## config.mk

```make
export PLATFORM = sky130hd
export DESIGN_NAME = dual_ctmr
export DESIGN_NICKNAME = d
export VERILOG_FILES = /design/src/rtl/ctmr_pkg.sv /design/src/rtl/ctmr_chan.sv /design/src/rtl/ctmr_regs.sv /design/src/rtl/dual_ctmr.sv
export SDC_FILE = /design/constraint.sdc
export NUM_CORES = 1
export LEC_CHECK = 0
export ABC_AREA = 1
export BUFFER_PORTS_ARGS = -buffer_cell sky130_fd_sc_hd__buf_2
export CAP_MARGIN = 0
export CORE_MARGIN = 4
export CORE_UTILIZATION = 30
export CTS_CLUSTER_SIZE = 25
export DETAILED_ROUTE_END_ITERATION = 10
export PLACE_DENSITY_LB_ADDON = 0.15
export SETUP_SLACK_MARGIN = 0.02
export SLEW_MARGIN = 40
export SYNTH_ARGS = -nofsm -noshare
export SYNTH_HDL_FRONTEND = slang
export SYNTH_HIERARCHICAL = 1
export SYNTH_SLANG_ARGS = --single-unit
```

## constraint.sdc

```tcl
create_clock -name clk -period 4.91 [get_ports clk]
set_input_delay 0.2455 -clock clk [delete_from_list [all_inputs] [get_ports clk]]
set_output_delay 0.2455 -clock clk [all_outputs]
set_load 0.01 [all_outputs]
```

## src/rtl/ctmr_pkg.sv

```systemverilog
package ctmr_pkg;

    localparam int NCH = 2;

    localparam logic [2:0] M_OFF     = 3'd0;
    localparam logic [2:0] M_TIMEOUT = 3'd1;
    localparam logic [2:0] M_STROBE  = 3'd2;
    localparam logic [2:0] M_ONESHOT = 3'd3;
    localparam logic [2:0] M_RATE    = 3'd4;
    localparam logic [2:0] M_DUTY    = 3'd5;

    typedef struct packed {
        logic       spare;
        logic       hold;
        logic       ien;
        logic       run;
        logic       gpol;
        logic [2:0] mode;
    } ctl_t;

endpackage

```

## src/rtl/ctmr_chan.sv

```systemverilog
module ctmr_chan
    import ctmr_pkg::*;
#(
    parameter int CNT_W = 16
) (
    input  logic             clk,
    input  logic             rst_n,
    input  ctl_t             ctl,
    input  logic [CNT_W-1:0] preset,
    input  logic             tick,
    input  logic             gate,
    output logic [CNT_W-1:0] view,
    output logic             out,
    output logic             expire
);
    localparam int HALF = CNT_W / 2;
    localparam logic [CNT_W-1:0] ONE = CNT_W'(1);

    typedef struct packed {
        logic [CNT_W-1:0] cnt;
        logic [CNT_W-1:0] snap;
        logic             out;
        logic             ph;
        logic             run_prev;
        logic             gprev;
    } st_t;

    st_t st_d, st_q;
    logic gact;
    logic mode_ok;
    logic [CNT_W-1:0] hi_len, lo_len;

    always_comb begin
        st_d    = st_q;
        expire  = 1'b0;
        gact    = ctl.gpol ? gate : ~gate;
        mode_ok = (ctl.mode >= M_TIMEOUT) && (ctl.mode <= M_DUTY);
        hi_len  = {{(CNT_W-HALF){1'b0}}, preset[CNT_W-1:HALF]};
        lo_len  = {{(CNT_W-HALF){1'b0}}, preset[HALF-1:0]};

        st_d.run_prev = ctl.run;
        st_d.gprev    = gact;
        st_d.snap     = ctl.hold ? st_q.snap : st_q.cnt;

        if (ctl.mode == M_STROBE || ctl.mode == M_RATE || !mode_ok)
            st_d.out = 1'b0;

        if (ctl.run && !st_q.run_prev) begin
            st_d.ph = 1'b1;
            if (ctl.mode == M_DUTY) begin
                st_d.cnt = hi_len;
                st_d.out = 1'b1;
            end else begin
                st_d.cnt = preset;
                st_d.out = 1'b0;
            end
        end else if (ctl.run && mode_ok) begin
            case (ctl.mode)
                M_TIMEOUT, M_STROBE: begin
                    if (tick && gact && st_q.cnt != '0) begin
                        st_d.cnt = st_q.cnt - ONE;
                        if (st_q.cnt == ONE) begin
                            expire   = 1'b1;
                            st_d.out = 1'b1;
                        end
                    end
                end
                M_ONESHOT: begin
                    if (gact && !st_q.gprev && st_q.cnt != '0) begin
                        st_d.cnt = preset;
                        st_d.out = 1'b0;
                    end else if (tick && st_q.cnt != '0) begin
                        st_d.cnt = st_q.cnt - ONE;
                        if (st_q.cnt == ONE) begin
                            expire   = 1'b1;
                            st_d.out = 1'b1;
                        end
                    end
                end
                M_RATE: begin
                    if (tick && gact) begin
                        if (st_q.cnt <= ONE) begin
                            st_d.cnt = preset;
                            st_d.out = 1'b1;
                            expire   = 1'b1;
                        end else begin
                            st_d.cnt = st_q.cnt - ONE;
                        end
                    end
                end
                M_DUTY: begin
                    if (tick && gact) begin
                        if (st_q.cnt <= ONE) begin
                            st_d.ph  = ~st_q.ph;
                            st_d.out = ~st_q.ph;
                            st_d.cnt = st_q.ph ? lo_len : hi_len;
                            expire   = ~st_q.ph;
                        end else begin
                            st_d.cnt = st_q.cnt - ONE;
                        end
                    end
                end
                default: ;
            endcase
        end
    end

    always_ff @(posedge clk or negedge rst_n) begin
        if (!rst_n) st_q <= '0;
        else        st_q <= st_d;
    end

    assign view = ctl.hold ? st_q.snap : st_q.cnt;
    assign out  = st_q.out;

endmodule

```

## src/rtl/ctmr_regs.sv

```systemverilog
module ctmr_regs
    import ctmr_pkg::*;
#(
    parameter int DATA_W = 8,
    parameter int CNT_W  = 2 * DATA_W
) (
    input  logic                       clk,
    input  logic                       rst_n,
    input  logic                       cs,
    input  logic                       rd,
    input  logic                       wr,
    input  logic [2:0]                 addr,
    input  logic [DATA_W-1:0]          wdata,
    output logic [DATA_W-1:0]          rdata,
    input  logic [NCH-1:0][CNT_W-1:0]  views,
    input  logic [NCH-1:0]             expire,
    output ctl_t [NCH-1:0]             ctl,
    output logic [NCH-1:0][CNT_W-1:0]  presets,
    output logic [NCH-1:0]             flags,
    output logic                       irq_n
);
    typedef struct packed {
        ctl_t [NCH-1:0]              ctl;
        logic [NCH-1:0][CNT_W-1:0]   pre;
        logic [NCH-1:0]              flg;
    } rg_t;

    rg_t rg_d, rg_q;
    logic wr_en, rd_en, rd_stat;
    logic [NCH-1:0] ien_vec;

    always_comb begin
        rg_d    = rg_q;
        wr_en   = cs && wr;
        rd_en   = cs && rd && !wr;
        rd_stat = rd_en && (addr == 3'd6);

        if (wr_en) begin
            if (!addr[2]) begin
                if (addr[0]) rg_d.pre[addr[1]][DATA_W-1:0]     = wdata;
                else         rg_d.pre[addr[1]][CNT_W-1:DATA_W] = wdata;
            end else if (!addr[1]) begin
                rg_d.ctl[addr[0]] = ctl_t'(wdata[7:0]);
            end
        end

        rg_d.flg = expire | (rg_q.flg & {NCH{~rd_stat}});
    end

    always_ff @(posedge clk or negedge rst_n) begin
        if (!rst_n) rg_q <= '0;
        else        rg_q <= rg_d;
    end

    always_comb begin
        rdata = '0;
        if (rd_en) begin
            if (!addr[2]) begin
                if (addr[0]) rdata = views[addr[1]][DATA_W-1:0];
                else         rdata = views[addr[1]][CNT_W-1:DATA_W];
            end else if (!addr[1]) begin
                rdata = DATA_W'(rg_q.ctl[addr[0]]);
            end else if (!addr[0]) begin
                rdata = DATA_W'(rg_q.flg);
            end
        end
    end

    always_comb begin
        for (int i = 0; i < NCH; i++) ien_vec[i] = rg_q.ctl[i].ien;
    end

    assign ctl     = rg_q.ctl;
    assign presets = rg_q.pre;
    assign flags   = rg_q.flg;
    assign irq_n   = ~|(rg_q.flg & ien_vec);

endmodule

```

## src/rtl/dual_ctmr.sv

```systemverilog
module dual_ctmr
    import ctmr_pkg::*;
#(
    parameter int DATA_W = 8
) (
    input  logic              clk,
    input  logic              rst_n,
    input  logic              cs,
    input  logic              rd,
    input  logic              wr,
    input  logic [2:0]        addr,
    input  logic [DATA_W-1:0] wdata,
    output logic [DATA_W-1:0] rdata,
    input  logic [1:0]        tick,
    input  logic [1:0]        gate,
    output logic [1:0]        out_t,
    output logic [1:0]        out_c,
    output logic              irq_n
);
    localparam int CNT_W = 2 * DATA_W;

    ctl_t [NCH-1:0]             ctl_w;
    logic [NCH-1:0][CNT_W-1:0]  pre_w;
    logic [NCH-1:0][CNT_W-1:0]  view_w;
    logic [NCH-1:0]             exp_w;
    logic [NCH-1:0]             flag_w;

    ctmr_regs #(.DATA_W(DATA_W), .CNT_W(CNT_W)) u_regs (
        .clk     (clk),
        .rst_n   (rst_n),
        .cs      (cs),
        .rd      (rd),
        .wr      (wr),
        .addr    (addr),
        .wdata   (wdata),
        .rdata   (rdata),
        .views   (view_w),
        .expire  (exp_w),
        .ctl     (ctl_w),
        .presets (pre_w),
        .flags   (flag_w),
        .irq_n   (irq_n)
    );

    for (genvar g = 0; g < NCH; g++) begin : g_ch
        ctmr_chan #(.CNT_W(CNT_W)) u_chan (
            .clk    (clk),
            .rst_n  (rst_n),
            .ctl    (ctl_w[g]),
            .preset (pre_w[g]),
            .tick   (tick[g]),
            .gate   (gate[g]),
            .view   (view_w[g]),
            .out    (out_t[g]),
            .expire (exp_w[g])
        );
    end

    assign out_c = ~out_t;

endmodule

```

Word-level counts from Yosys, hierarchy flattened. Index checks and enable logic that the tools add are counted.

Logic and storage cells: 223. Output and inout port bits: 13. Flip-flop bits (word level): 122. Input bits: 20.

Eq/ne operators: 21. Order comparisons: 10. Bitwise logic cells: 11. Mux-type cells: 97. Reduce and logical (&&, ||, !) cells: 55. $add $sub $neg: 2.

Operators by type and width (number): $mux W16 (25); $pmux W16 S4 (2); $mux W8 (10); $bwmux W32 (2); $mux W1 (40); $demux W16 S1 (2); $eq A16 B1 Y1 const B (2); $le A16 B1 Y1 const B (2); $mux W32 (1); $reduce_bool A16 Y1 (2); $sub A16 B1 Y16 const B (2); $logic_and A1 B1 Y1 (22); $mux W2 (9); $bwmux W16 (1); $pmux W1 S4 (4); $reduce_bool A2 Y1 (8); $eq A3 B3 Y1 const B (5); $eq A3 B2 Y1 const B (4); $reduce_and A6 Y1 (2); $reduce_bool A5 Y1 (2); $demux W8 S1 (1); $logic_not A1 Y1 (8); $ne A4 B1 Y1 const B (2); $reduce_and A4 Y1 (2); 16 further kinds (36).

Longest topological paths before layout. Gate-level depths: netlist of the first run.

Word-level depth: 11. Gate-level depth with buffers: 14. Mapped depth without buffers: 14.

Modules after synthesis. The synthesis of the first run kept the hierarchy.

Modules (own cells, without submodules): ctmr_chan at g_ch[1].u_chan (area each 2864.0 um^2, times used 1, seq. area each 900.9 um^2, cells an instance 429); ctmr_chan at g_ch[0].u_chan (area each 2847.7 um^2, times used 1, seq. area each 900.9 um^2, cells an instance 430); ctmr_regs (area each 2501.1 um^2, times used 1, seq. area each 1251.2 um^2, cells an instance 316); dual_ctmr (area each 7.5 um^2, times used 1, seq. area each 0.0 um^2, cells an instance 2).

Worst setup path after synthesis of the first run. Ideal clock, no wire load.

Kind: register to output. From: reg u_regs.rg_q (netlist bit u_regs/ctl[14]). To: out rdata[3]. Buffers on the path: 3. Required time: 4665 ps. Stages on the path, launching flop included: 10. Slack: 3135 ps. Arrival time: 1530 ps. Cells stage by stage: dfrtp_1 clkbuf_1 clkbuf_1 nand2_1 o21ai_0 buf_4 nand3_1 nand3_1 nor2_1 nor2_1.

RTL lines: from (decl) (RTL line ctmr_regs.sv:28) `rg_t rg_d, rg_q;`; from (signal assigned) (RTL line ctmr_regs.sv:52) `else rg_q <= rg_d;`; to (decl) (RTL line dual_ctmr.sv:13) `output logic [DATA_W-1:0] rdata,`.

==> impl_results.md, run 1 <==
* Die area at 30110 um^2
* Via count of the routed design at 7183
* Initial antenna violation count at 0
* Buf/Inv on CP at 1
* Post-synthesis cell area at 8220 um^2
* Die height at 173.5 um
* Met2 GRT Util at 0.2693
* Critical-path maximum fanout at 31
* Cell Chain, Critical Path: nand2_1, o21ai_0, nand2_1, nand2_1, nand2_1, nand2_1, nand2_1, nand2_1, buf_2
* Post-Route Setup TNS at 0 ps
* Area occupied by multi-input gates at 4293 um^2
* All-layer global routing usage at 0.1704
* Synth unique cells at 35
* IO Pins at 33
* Count leader, synth: nand2_1
* H-tree depth at 4
* Slowest Stage Delay on Critical Path at 700 ps
* CTS buffer count at 17
* Crit path required time at 4660 ps
* Worst skew pair latency at 410 ps
* Critical path type: register to primary output
* Status: finished, final reports clean
* Router iterations before antenna repair at 5
* Crit path capture type: primary output
* Endpoints failing hold at 0
* Starting density of the core at 0.3050
* R2r setup slk at 2520 ps
* DIE WIDTH at 173.5 um
* EDFF count, synth at 0
* PD cells at 504.1 nW/um^2
* Top post-synthesis cells by area: dfrtp_1 37%, nand2_1 20%, nand3_1 5.1%
* Final wirelength at 25.31 mm
* CTS tree: yes
* Ratio of cells with drive above 1 in the final layout at 0.1291
* WL/cell at 16.75 um
* First-pass GRT wire length at 40.79 mm
* Fmax at 419.1 MHz
* Layout area overhead at 8.082%
* Core area at 26950 um^2
* Worst-Margin Slew at 736.3 ps
* CTS Root Cell: clkbuf_16
* PortBufs at 32
* # resized after CTS at 0
* Final setup viols at 0
* Met3 usage at 0.02225
* FF+latch area at 3055 um^2
* Largest net degree at the start of global routing at 76
* Gp weighted congestion at 0.8719
* ANT nets after route at 0
* Worst Path Arrival at 2140 ps
* Syn Nets at 1203
* Cell mode on critical path: nand2_1
* CTS Buffer Depth at 2
* Final period util at 0.4860
* Vias in the first global route at 7061
* Clk_skew at 11.66 ps
* Most frequent cells after synthesis: 435 x nand2_1, 122 x dfrtp_1, 99 x nor2_1
* Cells after Synth at 1177
* Synth warnings at 6
* Worst VDD drop at 0.2089 mV
* DR iter-0 viols at 547
* GRT Residual Overflow at 0
* Hold Path Class: input pin to register
* Yosys top cell area share at 0.3714
* DR vias/cell at 4.754
* CP startpoint kind: register
* Clk pin slew, worst setup/hold paths at 60 ps
* Leak at 4.535 nW
* Period minus WS final at 2386 ps
* Pins Over Slew Limit at 0
* Grt met1 use at 0.2423
* Clock Sinks at 122
* Async SR Flop Fraction at 1.000
* Max Cap Viol at 0
* Cell taking the most area after synthesis: dfrtp_1
* Synth Register Bits at 122
* Final HPWL DP at 18.71 mm
* Final nets at 1184
* # diodes at 0
* Mean Syn Cell Area at 6.984 um^2
* Ys flop type: dfrtp_1
* Remaining DRCs at 0
* Fill cell count at 2957
* FP Rows at 60
* Finished Core Util at 0.3297
* Post-synthesis sequential area ratio at 0.3714
* Unrepaired setup endpoints after global routing: no
* Crit-path leading delay family: flip-flops
* Max transition margin at 0.5079
* GRT Max-Usage Layer: met2
* Slowest cell on crit path: dfrtp_2
layout make-up:
type / count / area share
clock buffers: 18 / 0.04830
inverters: 93 / 0.03929
multi-input cells: 890 / 0.4832
repair buffers: 34 / 0.02098
clock inverters: 13 / 0.01634
well taps: 341 / 0.04802
flip-flops and latches: 122 / 0.3439
worst paths after layout:
check	start	to	depth (start not counted)
setup / recovery	u_regs/ctl[6]	rdata[0]	9
hold / removal	gate[1]	g_ch[1].u_chan/st_q[0]	4
setup reg to reg	u_regs/ctl[10]	g_ch[1].u_chan/st_q[25]	10
hold reg to reg	u_regs/ctl[4]	g_ch[0].u_chan/st_q[1]	0
max in group asynchronous	rst_n	u_regs/presets[23]	3
min in group asynchronous	rst_n	g_ch[1].u_chan/st_q[19]	2
state kept, by name, indices dropped and copies added (netlist names):
name              flops
u_regs/flags          2
g_ch.u_chan/st_q     70
u_regs/presets       32
g_ch.u_chan/out       2
u_regs/ctl           16
layout by cell type (no fill, tap or decap), drive strengths merged, types with 2 or more instances in the layout:
master	netlist	final
nand2	470	470
dfrtp	122	122
nor2	119	119
o21ai	111	111
inv	93	96
nand3	89	89
a21oi	36	36
buf	56	32
xor2	23	23
clkbuf	16	19
nand4	14	14
clkinv	0	8
mux2	6	6
ha	6	6
nor3	4	4
o211ai	3	3
a21o	3	3
bufinv	0	2
o22ai	2	2
a21boi	2	2
where the power goes:
| group | internal (mW) | switching [mW] | leakage (nW) | total (mW) |
|---|---|---|---|---|
| sequential | 1.33 | 0.359 | 1.51 | 1.69 |
| combinational | 0.515 | 1.02 | 2.74 | 1.53 |
| clock | 0.751 | 0.500 | 0.285 | 1.25 |
| total | 2.60 | 1.88 | 4.53 | 4.48 |
logic make-up (layout without fill, tap and decap cells):
kind of cell,after synthesis,in the layout,share of synthesized area
simple gates,697,697,0.3755
buf+inv,165,158,0.1064
compound gates,158,158,0.1049
flops,122,122,0.3714
xor+xnor,23,23,0.02450
fa+ha+maj,6,6,0.009132
mux,6,6,0.008219
worst reg2reg max path: cells and delay by family, from the launching register on:
kind            cells  cell delay [ps]
compound gates      1              110
buf+inv             2              490
flops               1              490
simple gates        7             1260
per-stage QoR:
| step | worst slack [ps] | std cells | power, mW | hold WS [ps] | instance area, um^2 |
|---|---|---|---|---|---|
| 2_1_floorplan | 3135 | 1177 | 2.955 | -50.09 | 8220 |
| 3_3_place_gp | 2500 | 1479 | 3.253 | 358.8 | 8295 |
| 3_5_place_dp | 2505 | 1479 | 3.247 | 363.3 | 8298 |
| 4_1_cts | 2443 | 1511 | 4.522 | 148.2 | 8882 |
| 5_1_grt | 2199 | 1511 | 4.846 | 191.1 | 8885 |
| 6_report | 2524 | 1511 | 4.479 | 162.0 | 8885 |
metal layers:
metal,part of all wire,up-vias
met4,0.023,0
met1,0.49,3358
met3,0.035,23
met2,0.45,139
li1,-,3663
met5,0,-
timing repair:
| action | CTS | global route |
|---|---|---|
| endpoints found under the hold margin | 74 | 0 |
| hold buffers | 1 | 0 |
| setup buffers | 0 | 0 |
Power figures use the tool's default switching activity.
==> inputs of run 2 (changes only) <==
Clock period 4.91 ns to 2.2 ns, I/O delays scaled along.
==> run 2 against run 1 <==
Against the previous run:
- sequential power rose by 120%
- die area unchanged
- first-iteration DRC count shrank 10%
- power up 130%
- wire length increased by 2.5%
- via count increased by 2.7%
- clock power grew 130%
- sequential share of layout area shrank 1.3 points
- clock skew up 5.3 ps
- non-clock buffer count is 38 higher
- register-to-register slack got worse by 2300 ps
- highest routed layer unchanged
- critical path type unchanged
==> impl_results.md, run 2 (synthesis gave the netlist of run 1 again) <==
* Pins Over Slew Limit at 0 (unchanged)
* Router iterations before antenna repair at 8 (+3)
* Remaining DRCs at 0 (unchanged)
* Final instance area at 9240 um^2 (+4.0%)
* Max transition margin at 0.6280 (+0.1201)
* Final setup viols at 0 (unchanged)
* All-layer global routing usage at 0.1737 (+0.003351)
* Critical Path Start: u_regs/ctl[14]
* PD cells at 1134 nW/um^2 (+120%)
* FP Rows at 60 (unchanged)
* Starting density of the core at 0.3050 (unchanged)
* Crit path required time at 2090 ps (-2570 ps)
* CP startpoint kind: register
* H-tree depth at 4 (unchanged)
* Most common cell after layout, fill and taps aside: nand2_1
* CTS Buffer Depth at 2 (unchanged)
* Crit path capture type: primary output
* DR iter-0 viols at 492 (-10%)
* First-pass GRT wire length at 41.29 mm (+1.2%)
* R2r setup slk at 180 ps (-2340 ps)
* Clk pin slew, worst setup/hold paths at 60 ps (about the same)
* Gp weighted congestion at 0.8789 (+0.80%)
* Hold Path Class: input pin to register
* Reg-to-Reg Start: g_ch[0].u_chan/st_q[20]
* Final period util at 0.9448
* IO Pins at 33 (unchanged)
* WL/cell at 16.75 um (about the same)
* Post-Place Setup Slack at 139.3 ps (-2366 ps)
* Ratio of cells with drive above 1 in the final layout at 0.1614 (+0.03236)
* DIE WIDTH at 173.5 um (unchanged)
* Final nets at 1222 (+3.2%)
* Hold path endpoint: g_ch[1].u_chan/st_q[0]
* Reg with most FFs: g_ch.u_chan/st_q
* Final HPWL DP at 19.47 mm (+4.1%)
* Critical-path maximum fanout at 31 (unchanged)
* GRT Residual Overflow at 0 (unchanged)
* Fmax at 481.1 MHz
* Via count of the routed design at 7380 (+2.7%)
* PortBufs at 32 (unchanged)
* WHS at 6.574 ps (-155.5 ps)
* Initial antenna violation count at 0 (unchanged)
* HP Start: gate[1]
* CTS buffer count at 17 (unchanged)
* Worst skew pair latency at 430 ps (+20 ps)
* CTS Root Cell: clkbuf_16
* CTS tree: yes
* Most frequent cells in the layout: 433 x nand2_1, 121 x dfrtp_1, 98 x nor2_1
* Max reg flops at 70 (unchanged)
* Post-Route Setup TNS at 0 ps (unchanged)
* Worst Path Arrival at 1970 ps (-170 ps)
* Vias in the first global route at 7235 (+2.5%)
* Hold path cells at 4 (unchanged)
* Critical R2R Capture: g_ch[0].u_chan/st_q[30]
* Final wirelength at 25.94 mm (+2.5%)
* Worst VDD drop at 0.4177 mV (+100%)
* Setup ws final at 121.5 ps (-2402 ps)
* Max Cap Viol at 0 (unchanged)
* Die area at 30110 um^2 (unchanged)
* Leak at 4.732 nW (+4.4%)
* Layout area overhead at 12.40%
* FF-to-FF path depth at 12 (+2)
* Post-DP Area at 8591 um^2 (+3.5%)
* Largest net degree at the start of global routing at 55 (-28%)
* Status: finished, final reports clean
* Critical path type: register to primary output
* Core area at 26950 um^2 (unchanged)
* Worst-Margin Slew at 558.0 ps (-178.4 ps)
* Endpoints failing hold at 0 (unchanged)
* Clock Sinks at 122 (unchanged)
* # diodes at 0 (unchanged)
* Period minus WS final at 2079 ps
* Die height at 173.5 um (unchanged)
* ANT nets after route at 0 (unchanged)
* DR vias/cell at 4.764 (+0.22%)
* Clk_skew at 16.93 ps (+5.266 ps)
* Unrepaired setup endpoints after global routing: yes
-- run 2: per-layer routing --
metal / GRT usage / up-vias / routed length, um / part of all wire
met3: 0.02465 / 36 / 902 / 0.035
met4: 0.05520 / 0 / 593 / 0.023
li1: - / 3758 / - / -
met2: 0.2795 / 154 / 11860 / 0.46
met5: 0 / - / 0 / 0
met1: 0.2420 / 3432 / 12590 / 0.49
-- run 2: layout make-up --
| type | count | area (um^2) |
|---|---|---|
| Fill cell | 2910 | 17710 |
| Multi-Input combinational cell | 890 | 4313 |
| Sequential cell | 122 | 3054 |
| Timing Repair Buffer | 72 | 509.2 |
| Tap cell | 341 | 426.7 |
| Clock buffer | 17 | 425.4 |
| Inverter | 93 | 349.1 |
| Clock inverter | 14 | 162.7 |
-- run 2: critical path, stage by stage, from the launching register on --
cell     delay (ps)
dfrtp_1         370
buf_12          190
mux2_2          390
nand2_1         120
nand2_1          70
nand2_1          60
nand2_1          50
nand2_1          50
nand2_1          80
buf_2           150
-- run 2: how the worst max path moves through the flow --
stage	endpoint	slack [ps]	cells after the start
after floorplan	g_ch[1].u_chan/st_q[35]	450	12
after global placement	g_ch[0].u_chan/st_q[30]	190	12
after detailed placement	g_ch[1].u_chan/st_q[30]	140	12
after CTS	rdata[3]	60	7
after global routing	rdata[2]	20	9
final	rdata[2]	120	9
-- run 2: stage by stage --
| stage | power (mW) | std cells | utilization |
|---|---|---|---|
| 2_1_floorplan | 6.594 | 1177 | - |
| 3_3_place_gp | 7.609 | 1515 | 0.3188 |
| 3_5_place_dp | 7.594 | 1515 | 0.3188 |
| 4_1_cts | 10.53 | 1548 | 0.3416 |
| 5_1_grt | 11.29 | 1549 | 0.3429 |
| 6_report | 10.48 | 1549 | 0.3429 |
-- run 2: report_power, final --
group,internal (mW),switching [mW]
Sequential,2.98,0.680
Clock,1.69,1.18
Combinational,1.43,2.51
-- run 2: timing repair --
action / in CTS / in global routing
setup endpoints to repair: 5 / 26
gates resized for setup: 4 / 19
pin swaps: 0 / 0
setup buffers: 0 / 1
gates cloned: 0 / 0
hold endpoints to repair: 52 / 0
hold buffers: 2 / 0
==> inputs of run 3 (changes only) <==
Settings changed: MAX_ROUTING_LAYER set to met4.
==> run 3 against run 2 <==
Against the previous run:
- wire length down 0.36%
- core utilization is the same
- flip-flop and latch count is the same
- hold slack better by 7.6 ps
- largest cell class unchanged
- largest power group unchanged
==> impl_results.md, run 3 (synthesis gave the netlist of run 1 again) <==
* Status: finished, final reports clean
* Post-Place Setup Slack at 139.3 ps (unchanged)
* Crit path capture type: primary output
* FF+latch area at 3054 um^2 (unchanged)
* Most frequent cells in the layout: 433 x nand2_1, 121 x dfrtp_1, 98 x nor2_1
* Area occupied by multi-input gates at 4313 um^2 (unchanged)
* DIE WIDTH at 173.5 um (unchanged)
* Critical Path Start: u_regs/ctl[6]
* Via count of the routed design at 7323 (-0.77%)
* DR vias/cell at 4.728 (-0.77%)
* Final nets at 1222 (unchanged)
* Clock Sinks at 122 (unchanged)
* Layout area overhead at 12.40% (unchanged)
* Clk pin slew, worst setup/hold paths at 60 ps (about the same)
* CTS tree: yes
* Worst VDD drop at 0.4183 mV (+0.16%)
* Router iterations before antenna repair at 5 (-3)
* Comb power frac at 0.376 (about the same)
* Clk_skew at 14.18 ps (-2.746 ps)
* Int Pwr at 6.100 mW (about the same)
* CTS Buffer Depth at 2 (unchanged)
* Die height at 173.5 um (unchanged)
* Placed cell count at 1515 (unchanged)
* Final HPWL DP at 19.47 mm (unchanged)
* Starting density of the core at 0.3050 (unchanged)
* HP Start: gate[1]
* Sequential power share at 0.350 (about the same)
* # diodes at 0 (unchanged)
* Critical path type: register to primary output
* GRT Residual Overflow at 0 (unchanged)
* H-tree depth at 4 (unchanged)
* Tot Pwr at 10.47 mW (-0.12%)
* Die area at 30110 um^2 (unchanged)
* Switch Pwr at 4.366 mW (-0.29%)
* Max transition margin at 0.6263 (-0.001737)
* Crit path required time at 2090 ps (about the same)
* Ratio of cells with drive above 1 in the final layout at 0.1614 (unchanged)
* Finished Core Util at 0.3429 (unchanged)
* All-layer global routing usage at 0.1791 (+0.005386)
* DR iter-0 viols at 509 (+3.5%)
* Final setup viols at 0 (unchanged)
* FP Rows at 60 (unchanged)
* Largest net degree at the start of global routing at 55 (unchanged)
* Period minus WS final at 2074 ps (-4.578 ps)
* Unrepaired setup endpoints after global routing: yes
* Critical-path maximum fanout at 27 (-13%)
* Most common cell after layout, fill and taps aside: nand2_1
* Fmax at 482.2 MHz (+0.22%)
* Worst skew pair latency at 430 ps (about the same)
* Endpoints failing hold at 0 (unchanged)
* ANT nets after route at 0 (unchanged)
* Worst-Margin Slew at 560.6 ps (+2.605 ps)
* First-pass GRT wire length at 41.30 mm (about the same)
* PD cells at 1133 nW/um^2 (-0.12%)
* Switch share at 0.4172 (-0.0007142)
* Leak at 4.732 nW (unchanged)
* Vias in the first global route at 7213 (-0.30%)
* Pins Over Slew Limit at 0 (unchanged)
* Remaining DRCs at 0 (unchanged)
* PortBufs at 32 (unchanged)
* Post-Layout Cell Count at 1549 (unchanged)
* Hold Path Class: input pin to register
* Setup ws final at 126.1 ps (+4.578 ps)
* Reg with most FFs: g_ch.u_chan/st_q
* Final wirelength at 25.85 mm (-0.36%)
* Worst Path Arrival at 1960 ps (about the same)
* IO Pins at 33 (unchanged)
* Max reg flops at 70 (unchanged)
* Clock group share of total power at 0.274 (about the same)
* Final period util at 0.9427 (-0.002081)
* Post-Route Setup TNS at 0 ps (unchanged)
* Final instance area at 9240 um^2 (unchanged)
* Reg-to-Reg Start: g_ch[0].u_chan/st_q[20]
* Initial antenna violation count at 0 (unchanged)
* Max Cap Viol at 0 (unchanged)
* Post-DP Area at 8591 um^2 (unchanged)
* Gp weighted congestion at 0.8935 (+1.7%)
* CTS Root Cell: clkbuf_16
* WL/cell at 16.69 um (-0.36%)
* Core area at 26950 um^2 (unchanged)
* WHS at 14.13 ps (+7.551 ps)
* Fill cell count at 2910 (unchanged)
* CP startpoint kind: register
* CTS buffer count at 17 (unchanged)
## run 3: worst paths after layout
check	slack, ps	cells after the start	endpoint
min in group asynchronous	230	2	g_ch[1].u_chan/st_q[14]
setup / recovery	130	9	rdata[2]
hold reg to reg	480	2	g_ch[1].u_chan/st_q[19]
hold / removal	10	4	g_ch[1].u_chan/st_q[0]
setup reg to reg	180	12	g_ch[0].u_chan/st_q[30]
max in group asynchronous	1280	3	u_regs/ctl[6]
## run 3: critical path, cell delays in order (launching register included)
cell,delay [ps]
dfrtp_2,420
buf_12,180
mux2_2,360
nand2_1,100
nand2_1,60
nand2_1,60
nand2_1,50
nand2_1,50
nand2_1,80
buf_2,150
## run 3: cell type report
class                   instances  share of cell area
well taps                     341             0.04617
clock buffers                  17             0.04604
clock inverters                14             0.01760
inverters                      93             0.03778
repair buffers                 72             0.05511
flip-flops and latches        122              0.3305
multi-input cells             890              0.4668
## run 3: power by group through the flow
stage,registers (mW),clock network [mW],logic (mW)
after global placement,3.69,0,3.92
after detailed placement,3.70,0,3.90
final,3.66,2.87,3.94
after global routing,3.76,3.04,4.50
after floorplan,3.46,0,3.14
after CTS,3.67,2.93,3.93
## run 3: repair_timing
action | CTS | global route
hold buffers | 2 | 0
setup buffers | 0 | 1
gates resized for setup | 4 | 19
endpoints found under the hold margin | 52 | 0
setup endpoints to repair | 5 | 27
## run 3: routing by layer
| layer | GRT usage | part of all wire | up-vias |
|---|---|---|---|
| met5 | - | 0 | - |
| met4 | 0.05121 | 0.021 | 0 |
| met3 | 0.02748 | 0.039 | 32 |
| met2 | 0.2798 | 0.46 | 138 |
| met1 | 0.2423 | 0.48 | 3393 |
| li1 | - | - | 3760 |
